**src/rtl/trap_pkg.sv**
```systemverilog
package trap_pkg;

  // Service tier code presented to the core
  typedef enum logic [1:0] {
    TIER_SW   = 2'd0,
    TIER_I    = 2'd1,
    TIER_II   = 2'd2,
    TIER_III  = 2'd3
  } tier_e;

  // Which pending source a presented request came from
  typedef enum logic [1:0] {
    KIND_RST = 2'd0,
    KIND_A   = 2'd1,
    KIND_B   = 2'd2,
    KIND_SW  = 2'd3
  } kind_e;

  // Trap number plan: vector = number * 4
  localparam int RST_NUM    = 0;
  localparam int A_NUM_BASE = 2;
  localparam int A_NUM_STEP = 2;
  localparam int B_NUM      = 10;
  localparam int RSV_LO     = 11;
  localparam int RSV_HI     = 15;

endpackage

```
**src/rtl/trap_flags.sv**
```systemverilog
module trap_flags
  import trap_pkg::*;
#(
  parameter int N_A = 3,
  parameter int N_B = 5,
  localparam int FW = N_A + N_B
) (
  input  logic          clk,
  input  logic          rst,
  input  logic          any_rst,
  input  logic [N_A-1:0] a_set,
  input  logic [N_B-1:0] b_set,
  input  logic          wr,
  input  logic [FW-1:0] wdata,
  output logic [FW-1:0] flags
);

  logic [FW-1:0] set_vec;
  logic [FW-1:0] kept;
  logic [FW-1:0] flags_q;

  assign set_vec = {a_set, b_set};
  // software may only clear: a 1 in the write data keeps the bit
  assign kept    = wr ? (flags_q & wdata) : flags_q;

  always_ff @(posedge clk) begin
    if (rst || any_rst) flags_q <= '0;
    else                flags_q <= kept | set_vec;
  end

  assign flags = flags_q;

  // bits only fall through a software write or a reset source
  assert_sticky_R8: assert property (@(posedge clk) disable iff (rst)
    (!wr && !any_rst) |=> ((flags_q & $past(flags_q)) == $past(flags_q)));

  // a reset source wipes every flag, even with a condition present
  assert_rstclr_R11: assert property (@(posedge clk) disable iff (rst)
    any_rst |=> (flags_q == '0));

  // a newly seen condition survives a coincident clear
  assert_setwins_R9: assert property (@(posedge clk) disable iff (rst)
    (!any_rst && (set_vec != '0)) |=> ((flags_q & $past(set_vec)) == $past(set_vec)));

endmodule

```
**src/rtl/trap_pending.sv**
```systemverilog
module trap_pending
  import trap_pkg::*;
#(
  parameter int N_A   = 3,
  parameter int NUM_W = 7,
  parameter int LVL_W = 4,
  localparam int AI_W = (N_A > 1) ? $clog2(N_A) : 1
) (
  input  logic             clk,
  input  logic             rst,
  input  logic             any_rst,
  input  logic [N_A-1:0]   a_set,
  input  logic             b_any,
  input  logic             sw_req,
  input  logic [NUM_W-1:0] sw_num,
  input  logic [LVL_W-1:0] sw_lvl,
  input  logic             fire,
  input  kind_e            fire_kind,
  input  logic [AI_W-1:0]  fire_aidx,
  output logic             pend_rst,
  output logic [N_A-1:0]   pend_a,
  output logic             pend_b,
  output logic             pend_sw,
  output logic [NUM_W-1:0] sw_num_q,
  output logic [LVL_W-1:0] sw_lvl_q
);

  logic             rst_q;
  logic [N_A-1:0]   a_q;
  logic             b_q;
  logic             sw_q;
  logic [NUM_W-1:0] num_q;
  logic [LVL_W-1:0] lvl_q;
  logic [N_A-1:0]   a_clr;

  // one-hot clear of the class A entry just accepted by the core
  for (genvar g = 0; g < N_A; g++) begin : g_aclr
    assign a_clr[g] = fire && (fire_kind == KIND_A) && (fire_aidx == AI_W'(g));
  end

  always_ff @(posedge clk) begin
    if (rst) begin
      rst_q <= 1'b0;
      a_q   <= '0;
      b_q   <= 1'b0;
      sw_q  <= 1'b0;
      num_q <= '0;
      lvl_q <= '0;
    end else if (any_rst) begin
      rst_q <= 1'b1;
      a_q   <= '0;
      b_q   <= 1'b0;
      sw_q  <= 1'b0;
    end else begin
      // a fresh condition wins over the clear of the accepted request
      rst_q <= rst_q && !(fire && fire_kind == KIND_RST);
      a_q   <= (a_q & ~a_clr) | a_set;
      b_q   <= (b_q && !(fire && fire_kind == KIND_B)) || b_any;
      if (sw_req) begin
        sw_q  <= 1'b1;
        num_q <= sw_num;
        lvl_q <= sw_lvl;
      end else if (fire && fire_kind == KIND_SW) begin
        sw_q  <= 1'b0;
      end
    end
  end

  assign pend_rst = rst_q;
  assign pend_a   = a_q;
  assign pend_b   = b_q;
  assign pend_sw  = sw_q;
  assign sw_num_q = num_q;
  assign sw_lvl_q = lvl_q;

  // a reset source leaves only the reset request pending
  assert_rstpend_R11: assert property (@(posedge clk) disable iff (rst)
    any_rst |=> (rst_q && (a_q == '0) && !b_q && !sw_q));

  // pending class A entries are never lost without an acknowledge or reset
  assert_akeep_R7: assert property (@(posedge clk) disable iff (rst)
    (!any_rst && !fire) |=> ((a_q & $past(a_q)) == $past(a_q)));

endmodule

```
**src/rtl/trap_select.sv**
```systemverilog
module trap_select
  import trap_pkg::*;
#(
  parameter int N_A   = 3,
  parameter int NUM_W = 7,
  parameter int LVL_W = 4,
  localparam int AI_W = (N_A > 1) ? $clog2(N_A) : 1
) (
  input  logic             pend_rst,
  input  logic [N_A-1:0]   pend_a,
  input  logic             pend_b,
  input  logic             pend_sw,
  input  logic [NUM_W-1:0] sw_num_q,
  input  logic [LVL_W-1:0] sw_lvl_q,
  output logic             cand_valid,
  output kind_e            cand_kind,
  output logic [AI_W-1:0]  cand_aidx,
  output tier_e            cand_tier,
  output logic [NUM_W-1:0] cand_num,
  output logic [LVL_W-1:0] cand_lvl
);

  logic [NUM_W-1:0] a_num_tab [N_A];
  logic             a_hit;
  logic [AI_W-1:0]  a_idx;

  // class A trap numbers laid out at a fixed stride
  for (genvar g = 0; g < N_A; g++) begin : g_anum
    assign a_num_tab[g] = NUM_W'(A_NUM_BASE + A_NUM_STEP * g);
  end

  // lowest index (lowest vector) wins inside class A
  always_comb begin
    a_hit = 1'b0;
    a_idx = '0;
    for (int i = N_A - 1; i >= 0; i--) begin
      if (pend_a[i]) begin
        a_hit = 1'b1;
        a_idx = AI_W'(i);
      end
    end
  end

  always_comb begin
    cand_valid = 1'b1;
    cand_kind  = KIND_RST;
    cand_aidx  = '0;
    cand_tier  = TIER_III;
    cand_num   = NUM_W'(RST_NUM);
    cand_lvl   = '0;
    if (pend_rst) begin
      cand_kind  = KIND_RST;
    end else if (a_hit) begin
      cand_kind  = KIND_A;
      cand_aidx  = a_idx;
      cand_tier  = TIER_II;
      cand_num   = a_num_tab[a_idx];
    end else if (pend_b) begin
      cand_kind  = KIND_B;
      cand_tier  = TIER_I;
      cand_num   = NUM_W'(B_NUM);
    end else if (pend_sw) begin
      cand_kind  = KIND_SW;
      cand_tier  = TIER_SW;
      cand_num   = sw_num_q;
      cand_lvl   = sw_lvl_q;
    end else begin
      cand_valid = 1'b0;
    end
  end

endmodule

```
**src/rtl/trap_present.sv**
```systemverilog
module trap_present
  import trap_pkg::*;
#(
  parameter int N_A    = 3,
  parameter int NUM_W  = 7,
  parameter int LVL_W  = 4,
  parameter int ADDR_W = 24,
  localparam int AI_W  = (N_A > 1) ? $clog2(N_A) : 1,
  localparam int PAD_W = ADDR_W - NUM_W - 2
) (
  input  logic              clk,
  input  logic              rst,
  input  logic              cand_valid,
  input  kind_e             cand_kind,
  input  logic [AI_W-1:0]   cand_aidx,
  input  tier_e             cand_tier,
  input  logic [NUM_W-1:0]  cand_num,
  input  logic [LVL_W-1:0]  cand_lvl,
  input  logic              ack,
  output logic              valid,
  output logic [ADDR_W-1:0] addr,
  output logic [NUM_W-1:0]  num,
  output tier_e             tier,
  output logic [LVL_W-1:0]  lvl,
  output logic              fire,
  output kind_e             fire_kind,
  output logic [AI_W-1:0]   fire_aidx
);

  logic              valid_q;
  logic [ADDR_W-1:0] addr_q;
  logic [NUM_W-1:0]  num_q;
  tier_e             tier_q;
  logic [LVL_W-1:0]  lvl_q;
  kind_e             kind_q;
  logic [AI_W-1:0]   aidx_q;
  logic              load;

  assign fire = valid_q && ack;
  // take a new request when idle, or pre-empt with a strictly higher tier
  assign load = !fire && cand_valid && (!valid_q || (cand_tier > tier_q));

  always_ff @(posedge clk) begin
    if (rst) begin
      valid_q <= 1'b0;
      addr_q  <= '0;
      num_q   <= NUM_W'(RST_NUM);
      tier_q  <= TIER_III;
      lvl_q   <= '0;
      kind_q  <= KIND_RST;
      aidx_q  <= '0;
    end else if (fire) begin
      valid_q <= 1'b0;
    end else if (load) begin
      valid_q <= 1'b1;
      addr_q  <= {{PAD_W{1'b0}}, cand_num, 2'b00};
      num_q   <= cand_num;
      tier_q  <= cand_tier;
      lvl_q   <= cand_lvl;
      kind_q  <= cand_kind;
      aidx_q  <= cand_aidx;
    end
  end

  assign valid     = valid_q;
  assign addr      = addr_q;
  assign num       = num_q;
  assign tier      = tier_q;
  assign lvl       = lvl_q;
  assign fire_kind = kind_q;
  assign fire_aidx = aidx_q;

  // held until accepted, unless a higher tier took its place
  assert_hold_R10: assert property (@(posedge clk) disable iff (rst)
    (valid_q && !ack) |=> (valid_q && ((tier_q > $past(tier_q)) ||
                                       ((num_q == $past(num_q)) && (tier_q == $past(tier_q))))));

  // one idle cycle follows every acknowledge
  assert_drop_R10: assert property (@(posedge clk) disable iff (rst)
    (valid_q && ack) |=> !valid_q);

  // hardware requests never carry a reserved number
  assert_rsv_R6: assert property (@(posedge clk) disable iff (rst)
    (valid_q && (tier_q != TIER_SW)) |->
      !((num_q >= NUM_W'(RSV_LO)) && (num_q <= NUM_W'(RSV_HI))));

  // the top tier always means the reset vector at level 0
  assert_rstvec_R1: assert property (@(posedge clk) disable iff (rst)
    (valid_q && (tier_q == TIER_III)) |-> ((num_q == '0) && (lvl_q == '0)));

endmodule

```
**src/rtl/trap_arbiter.sv**
```systemverilog
module trap_arbiter
  import trap_pkg::*;
#(
  parameter int N_RST  = 3,
  parameter int N_A    = 3,
  parameter int N_B    = 5,
  parameter int NUM_W  = 7,
  parameter int LVL_W  = 4,
  parameter int ADDR_W = 24,
  localparam int FW    = N_A + N_B,
  localparam int AI_W  = (N_A > 1) ? $clog2(N_A) : 1
) (
  input  logic              clk,
  input  logic              rst,
  input  logic [N_RST-1:0]  rst_src_i,
  input  logic [N_A-1:0]    a_trap_i,
  input  logic [N_B-1:0]    b_fault_i,
  input  logic              sw_trap_i,
  input  logic [NUM_W-1:0]  sw_num_i,
  input  logic [LVL_W-1:0]  cpu_ilvl_i,
  input  logic              flag_wr_i,
  input  logic [FW-1:0]     flag_wdata_i,
  output logic [FW-1:0]     flags_o,
  output logic              vec_valid_o,
  input  logic              vec_ack_i,
  output logic [ADDR_W-1:0] vec_addr_o,
  output logic [NUM_W-1:0]  vec_num_o,
  output logic [1:0]        vec_tier_o,
  output logic [LVL_W-1:0]  vec_level_o
);

  logic             any_rst;
  logic             b_any;
  logic             pend_rst, pend_b, pend_sw;
  logic [N_A-1:0]   pend_a;
  logic [NUM_W-1:0] sw_num_q;
  logic [LVL_W-1:0] sw_lvl_q;
  logic             cand_valid;
  kind_e            cand_kind;
  logic [AI_W-1:0]  cand_aidx;
  tier_e            cand_tier;
  logic [NUM_W-1:0] cand_num;
  logic [LVL_W-1:0] cand_lvl;
  logic             fire;
  kind_e            fire_kind;
  logic [AI_W-1:0]  fire_aidx;
  tier_e            tier;

  assign any_rst = |rst_src_i;
  assign b_any   = |b_fault_i;

  trap_flags #(.N_A(N_A), .N_B(N_B)) u_flags (
    .clk     (clk),
    .rst     (rst),
    .any_rst (any_rst),
    .a_set   (a_trap_i),
    .b_set   (b_fault_i),
    .wr      (flag_wr_i),
    .wdata   (flag_wdata_i),
    .flags   (flags_o)
  );

  trap_pending #(.N_A(N_A), .NUM_W(NUM_W), .LVL_W(LVL_W)) u_pend (
    .clk       (clk),
    .rst       (rst),
    .any_rst   (any_rst),
    .a_set     (a_trap_i),
    .b_any     (b_any),
    .sw_req    (sw_trap_i),
    .sw_num    (sw_num_i),
    .sw_lvl    (cpu_ilvl_i),
    .fire      (fire),
    .fire_kind (fire_kind),
    .fire_aidx (fire_aidx),
    .pend_rst  (pend_rst),
    .pend_a    (pend_a),
    .pend_b    (pend_b),
    .pend_sw   (pend_sw),
    .sw_num_q  (sw_num_q),
    .sw_lvl_q  (sw_lvl_q)
  );

  trap_select #(.N_A(N_A), .NUM_W(NUM_W), .LVL_W(LVL_W)) u_sel (
    .pend_rst   (pend_rst),
    .pend_a     (pend_a),
    .pend_b     (pend_b),
    .pend_sw    (pend_sw),
    .sw_num_q   (sw_num_q),
    .sw_lvl_q   (sw_lvl_q),
    .cand_valid (cand_valid),
    .cand_kind  (cand_kind),
    .cand_aidx  (cand_aidx),
    .cand_tier  (cand_tier),
    .cand_num   (cand_num),
    .cand_lvl   (cand_lvl)
  );

  trap_present #(.N_A(N_A), .NUM_W(NUM_W), .LVL_W(LVL_W), .ADDR_W(ADDR_W)) u_pres (
    .clk        (clk),
    .rst        (rst),
    .cand_valid (cand_valid),
    .cand_kind  (cand_kind),
    .cand_aidx  (cand_aidx),
    .cand_tier  (cand_tier),
    .cand_num   (cand_num),
    .cand_lvl   (cand_lvl),
    .ack        (vec_ack_i),
    .valid      (vec_valid_o),
    .addr       (vec_addr_o),
    .num        (vec_num_o),
    .tier       (tier),
    .lvl        (vec_level_o),
    .fire       (fire),
    .fire_kind  (fire_kind),
    .fire_aidx  (fire_aidx)
  );

  assign vec_tier_o = tier;

endmodule

```
**config.mk**
```make
export PLATFORM = sky130hd
export DESIGN_NAME = trap_arbiter
export DESIGN_NICKNAME = d
export VERILOG_FILES = /design/src/rtl/trap_pkg.sv /design/src/rtl/trap_flags.sv /design/src/rtl/trap_pending.sv /design/src/rtl/trap_select.sv /design/src/rtl/trap_present.sv /design/src/rtl/trap_arbiter.sv
export SDC_FILE = /design/constraint.sdc
export NUM_CORES = 1
export LEC_CHECK = 0
export BUFFER_PORTS_ARGS = -buffer_cell sky130_fd_sc_hd__buf_2
export CAP_MARGIN = 25
export CORE_UTILIZATION = 47
export DETAILED_ROUTE_END_ITERATION = 16
export PLACE_DENSITY = 0.88
export SETUP_SLACK_MARGIN = 0.15
export SLEW_MARGIN = 5
export SYNTH_ARGS = -nofsm -noshare
export SYNTH_HDL_FRONTEND = slang
export SYNTH_SLANG_ARGS = --single-unit
```
**constraint.sdc**
```tcl
create_clock -name clk -period 2.9 [get_ports clk]
set_clock_uncertainty 0.05 [all_clocks]
set_input_delay 0.29 -clock clk [delete_from_list [all_inputs] [get_ports clk]]
set_output_delay 0.29 -clock clk [all_outputs]
set_load 0.005 [all_outputs]
```
Word-level counts from Yosys, hierarchy flattened --
Cells that the tools add are included.
Storage, ports and cells: flip-flop bits (word level) 43, logic and storage cells 91
Operators by class: bitwise logic cells 8, multiplexer cells 35, $lt $le $gt $ge 2, reduce and logical (&&, ||, !) cells 28, equality and inequality tests 5
Operators by type and width (number):
- two-way mux 7 bit | 6
- two-way mux 2 bit | 13
- two-way mux 4 bit | 4
- binary-select mux 7 bit (select 2 bit) | 1
- logical AND 1 bit | 12
- two-way mux 1 bit | 10
- AND 8 bit | 1
- two-way mux 8 bit | 1
- OR 8 bit | 1
- == test 2 bit, second input constant | 3
- OR reduction 5 bit | 1
- == test 2 x 1 -> 1 bit, second input constant | 2
- logical NOT 1 bit | 4
- logical NOT 2 bit | 2
- AND reduction 2 bit | 2
- OR reduction 4 bit | 1
- AND 3 bit | 1
- >= comparator 3 bit, second input constant | 1
- logical OR 1 bit | 3
- inverter 2 -> 3 bit | 1
- inverter 3 bit | 1
- OR 3 bit | 1
- OR reduction 3 bit | 1
- > comparator 2 bit | 1
- 3 further kinds | 4

Logic depth before layout (Yosys ltp) --
depth in word-level cells 9, mapped depth 8

Modules after synthesis --
From an unflattened synthesis, not the netlist that was laid out.
Second synthesis, totals: cell total of the unflattened synthesis 264, area, all modules 2245.9 sq um
By module, submodules not included:
- trap_present | cells each 113, area an instance 1043.5 sq um, instances 1
- trap_pending | cells each 76, area an instance 618.1 sq um, instances 1
- trap_flags | cells each 34, area an instance 306.5 sq um, instances 1
- trap_select | cells each 37, area an instance 259.0 sq um, instances 1
- trap_arbiter | cells each 4, area an instance 18.8 sq um, instances 1

Worst setup path before layout --
Ideal clock, no wire load.
kind register -> register, from reg u_pend.a_q[0] (netlist: u_pend.pend_a[0]), to reg u_pres.lvl_q[0] (netlist: u_pres.lvl[0]), setup slack 576 ps, buffers on the path 0, arrival time 2210 ps, cell stages (with the launch flop) 8, cells stage by stage dfxtp_1 -> nor4_1 -> o21ai_0 -> ha_1 -> a21oi_1 -> o21ai_0 -> a2111oi_2 -> a32o_1
Between the ends: word-level cells in the longest chain between the ends 7, elaborated cells on any way between the ends 12, those cells by class order compare: 1; mux: 7; reduce/logical: 4
RTL lines:
- start: declaration | RTL line trap_pending.sv:29 | logic [N_A-1:0] a_q;
- start signal: assignment | RTL line trap_pending.sv:57 | a_q <= (a_q & ~a_clr) | a_set;
- two-way mux 1 bit | RTL line trap_select.sv:37 | if (pend_a[i]) begin
- two-way mux 2 bit | RTL line trap_select.sv:53 | end else if (a_hit) begin
- two-way mux 2 bit | RTL line trap_select.sv:51 | if (pend_rst) begin
- net cand_tier[1] | RTL line trap_arbiter.sv:41 | tier_e cand_tier;
- > comparator 2 bit | RTL line trap_present.sv:41 | assign load = !fire && cand_valid && (!valid_q || (cand_tier > tier_q));
- logical OR 1 bit | RTL line trap_present.sv:41
- logical AND 1 bit | RTL line trap_present.sv:41
- AND reduction 2 bit (no source line)
- end signal: assignment | RTL line trap_present.sv:59 | lvl_q <= cand_lvl;
- end: declaration | RTL line trap_present.sv:34 | logic [LVL_W-1:0] lvl_q;
The timed path passes the listed nets, and every way through them passes these cells. A chain may end at the register's enable or synchronous reset.

Worst setup path after layout --
from reg u_pend.a_q[0] (netlist: u_pend.pend_a[0]), to reg u_pres.kind_q[0] (netlist: u_pres.fire_kind[0])
Between the ends: word-level cells in the longest chain between the ends 7, elaborated cells on any way between the ends 12, those cells by class order compare: 1; mux: 7; reduce/logical: 4
RTL lines:
- two-way mux 1 bit | RTL line trap_select.sv:37
- two-way mux 2 bit | RTL line trap_select.sv:53
- two-way mux 2 bit | RTL line trap_select.sv:51
- net cand_tier[1] | RTL line trap_arbiter.sv:41
- > comparator 2 bit | RTL line trap_present.sv:41
- logical OR 1 bit | RTL line trap_present.sv:41
- logical AND 1 bit | RTL line trap_present.sv:41
- AND reduction 2 bit (no source line)
- end signal: assignment | RTL line trap_present.sv:60 | kind_q <= cand_kind;
- end: declaration | RTL line trap_present.sv:35 | kind_e kind_q;
The timed path passes the listed nets, and every way through them passes these cells.

==> flow_metrics.env <==
export IMPL_syn_cell_area_mm2=0.00188
export IMPL_cp_end_kind="flop"
export IMPL_cp_max_fo=14
export IMPL_fin_ws_ns=0.210
export IMPL_postCtsHoldBufs=0
export IMPL_ir_drop_v=0.000334
export IMPL_ys_seq_area_share_pct=45.9
export IMPL_ios=81
export IMPL_synth_area_mux_share_pct=3.27
export IMPL_slew_violations=0
export IMPL_start_util_pct=50.1
export IMPL_status="finished clean"
export IMPL_grt_use_met3_pct=4.51
export IMPL_maxSlewHeadroom_pct=57.6
export IMPL_p_clk_share_pct=36.1
export IMPL_max_freq_mhz=372
export IMPL_routabilityCongestion=0.915
export IMPL_holdPathStages=3
export IMPL_synth_top_family_by_area="compound AO/OA/AOI/OAI gates"
export IMPL_leakage_nw=1.01
export IMPL_synth_fa_ha_area_share_pct=1.33
export IMPL_whs_endpoint="u_pend.sw_lvl_q[0]"
export IMPL_grt_use_met1_pct=21.9
export IMPL_layout_min_cycle_time_ns=2.69
export IMPL_rsz0062_at_grt="true"
export IMPL_antenna_cells=0
export IMPL_rows=22
export IMPL_post_place_ws_ns=0.223
export IMPL_area_growth_pct=17.1
export IMPL_switching_share_pct=23.2
export IMPL_dr_pass1_iters=4
export IMPL_regToRegSetupSlack_ns=0.21
export IMPL_synth_avg_cell_area_um2=8.81
export IMPL_die_w_um=65.2
export IMPL_yosys_area_share_simple_pct=13.2
export IMPL_hold_start="cpu_ilvl_i[0]"
export IMPL_dp_cells=308
export IMPL_yosysUniqueCellTypes=33
export IMPL_clockBufferDepth=2
export IMPL_cts_clk_slew_worst_paths_ns=0.07
export IMPL_coreArea_mm2=0.00374
export IMPL_max_slew_worst_pin_slew_ns=0.630
export IMPL_seq_power_share_pct=54.6
export IMPL_cts_max_level=2
export IMPL_final_antenna_net_count=0
export IMPL_pwr_density_cell_mw_per_mm2=511
export IMPL_min_period_over_period_pct=92.8
export IMPL_total_power_w=0.00112
export IMPL_cts_root_buf="clkbuf_8"
export IMPL_via_per_inst=5.15
export IMPL_synth_xor_xnor_area_share_pct=0
export IMPL_grt_pass1_vias=1378
export IMPL_finalSetupTns_ns=0
export IMPL_ys_warn_count=0
export IMPL_min_path_type="in -> reg"
export IMPL_route_detailed_wl_per_inst_um=12.2
export IMPL_fillers=353
export IMPL_stdcell_count=316
export IMPL_antenna_found_initial=0
export IMPL_synth_compound_area_share_pct=21.1
export IMPL_drt_total_wl_um=3850
export IMPL_drc=0
export IMPL_grt_total_usage_pct=18.5
export IMPL_clock_latency_ns=0.29
export IMPL_cp_start_kind="flop"
export IMPL_dieArea_mm2=0.00425
export IMPL_r2r_cells=7
export IMPL_postCtsSetupBuffers=0
export IMPL_clock_sinks=43
export IMPL_maxCapViolations=0
export IMPL_comb_power_share_pct=9.3
export IMPL_gr_usage_met2_pct=31.4
export IMPL_gr_total_overflow=0
export IMPL_grt_busiest_layer="met2"
export IMPL_p_switching_w=0.000261
export IMPL_die_height_um=65.2
export IMPL_hold_viol_final=0
export IMPL_grt_pass1_wl_um=6000
export IMPL_numCtsBuffers=5
export IMPL_worstSetupPathType="reg -> reg"
export IMPL_portBuffers=63
export IMPL_setup_viol=0
export IMPL_regToRegStartpoint="u_pend.pend_a[0]"
export IMPL_layout_nets=304
export IMPL_ys_ff_latch=43
export IMPL_critPathRequiredTime_ns=3.03
export IMPL_r2r_end="u_pres.fire_kind[0]"
export IMPL_cp_arrival_ns=2.82
export IMPL_cts_tree="built"
export IMPL_hpwl_um=2780
export IMPL_vias=1626
export IMPL_drive_above_1_share_pct=28.0
export IMPL_intPower_w=0.000863
export IMPL_synthCells=213
export IMPL_drt_iter0_markers=83
export IMPL_grt_max_degree=22
## how the worst max path moves through the flow
stage	from	end	slack (ns)	cells after the start
2_1_floorplan	u_pend.pend_a[0]	u_pres.lvl[0]	0.58	7
3_3_place_gp	u_pend.pend_a[0]	u_pres.lvl[3]	0.34	7
4_1_cts	u_pend.pend_a[0]	u_pres.num[0]	0.22	7
5_1_grt	u_pend.pend_a[0]	u_pres.fire_kind[0]	0.09	7
3_5_place_dp	u_pend.pend_a[0]	u_pres.num[0]	0.22	7
6_report	u_pend.pend_a[0]	u_pres.fire_kind[0]	0.21	7
## routing by layer
layer  part of all wire (%)  up-vias
li1                       -      805
met1                     44      726
met2                     46       84
met3                    7.6       11
met4                    2.4        0
met5                      0        -
## through the flow
stage | instance area (um^2) | hold slack [ns] | util [%]
2_1_floorplan | 1940 | 0.357 | -
3_3_place_gp | 2090 | 0.394 | 55.7
3_5_place_dp | 2090 | 0.397 | 55.7
4_1_cts | 2190 | 0.174 | 58.4
5_1_grt | 2200 | 0.186 | 58.7
6_report | 2200 | 0.178 | 58.7
## cells in the mapped netlist
library cell   n  share of area (%)
buf_4         24                9.6
ha_1           2                1.3
nand2_1       33                6.6
nand4_1        1               0.33
nor3_1         3               0.80
o31ai_1        3                1.2
conb_1         1               0.20
nor4_1         2               0.67
mux2_2         1               0.60
a21oi_1       26                6.9
a221o_2        1               0.60
a21bo_4        1               0.87
a211oi_1       1               0.40
or4_4          1               0.60
nand2b_1       1               0.33
inv_1         15                3.0
nor2b_1        2               0.67
o2bb2ai_1      1               0.47
a221oi_1       2               0.93
o21ai_0       14                3.7
a32o_1         8                4.3
nand4b_1       1               0.47
or3_1          2               0.67
o211a_1        1               0.53
a2111oi_2      1               0.80
nand3b_1       1               0.40
mux2i_1        5                2.7
clkbuf_1       7                1.4
nor2_1         5                1.0
buf_12         1                1.1
and2_1         2               0.67
dfxtp_1       43                 46
a31oi_1        1               0.33
## layout make-up
class                      instances  area [um^2]  area share, %
sequential                        43          861           39.2
clock buffer                       8          100           4.55
tap                               48         60.1           2.73
multi-input combinational        139          806           36.7
timing repair buffer              63          315           14.3
inverter                          15         56.3           2.56
## power by group through the flow
stage,clock network (W),registers (W),logic (W)
2_1_floorplan,0,0.000623,0.0000880
3_3_place_gp,0,0.000626,0.0000993
3_5_place_dp,0,0.000627,0.000101
4_1_cts,0.000417,0.000613,0.000102
5_1_grt,0.000450,0.000615,0.000117
6_report,0.000406,0.000614,0.000104
## placed cells by master (no fill, tap or decap), drive strengths merged, types with 3 or more instances in the layout
cell type	synthesis	routed
buf	25	63
dfxtp	43	43
nand2	33	33
a21oi	26	26
conb	1	17
inv	15	15
o21ai	14	14
a32o	8	8
clkbuf	7	8
nor2	5	5
mux2i	5	5
nor3	3	3
o31ai	3	3
## sequential cells by signal, summed over array words and instances, names as in the netlist, 2 cells and up
| register | count |
|---|---|
| u_pres.lvl | 4 |
| u_flags.flags | 8 |
| u_pres.fire_kind | 2 |
| u_pend.sw_num_q | 7 |
| u_pend.sw_lvl_q | 4 |
| u_pres.fire_aidx | 2 |
| u_pres.tier | 2 |
| u_pend.pend_a | 3 |
| u_pres.num | 7 |
## kinds of logic after synthesis
group / count (synthesis)
AOI/OAI and AO/OA: 60
and+or+nand+nor: 54
buffers and inverters: 47
DFF: 43
muxes: 6
adders and majority gates: 2
other: 1
## critical path, cell delays in order (launching register included)
cell,delay [ns]
dfxtp_1,0.36
nor4_1,0.33
o21ai_0,0.16
ha_1,0.31
nor2b_1,0.15
o21ai_0,0.51
a21bo_4,0.35
mux2_2,0.36
## timing repair
action / CTS / global route
hold endpoints to repair: 0 / 0
setup endpoints to repair: 0 / 8
resized for setup: 0 / 1
(Power assumes the default switching activity.)
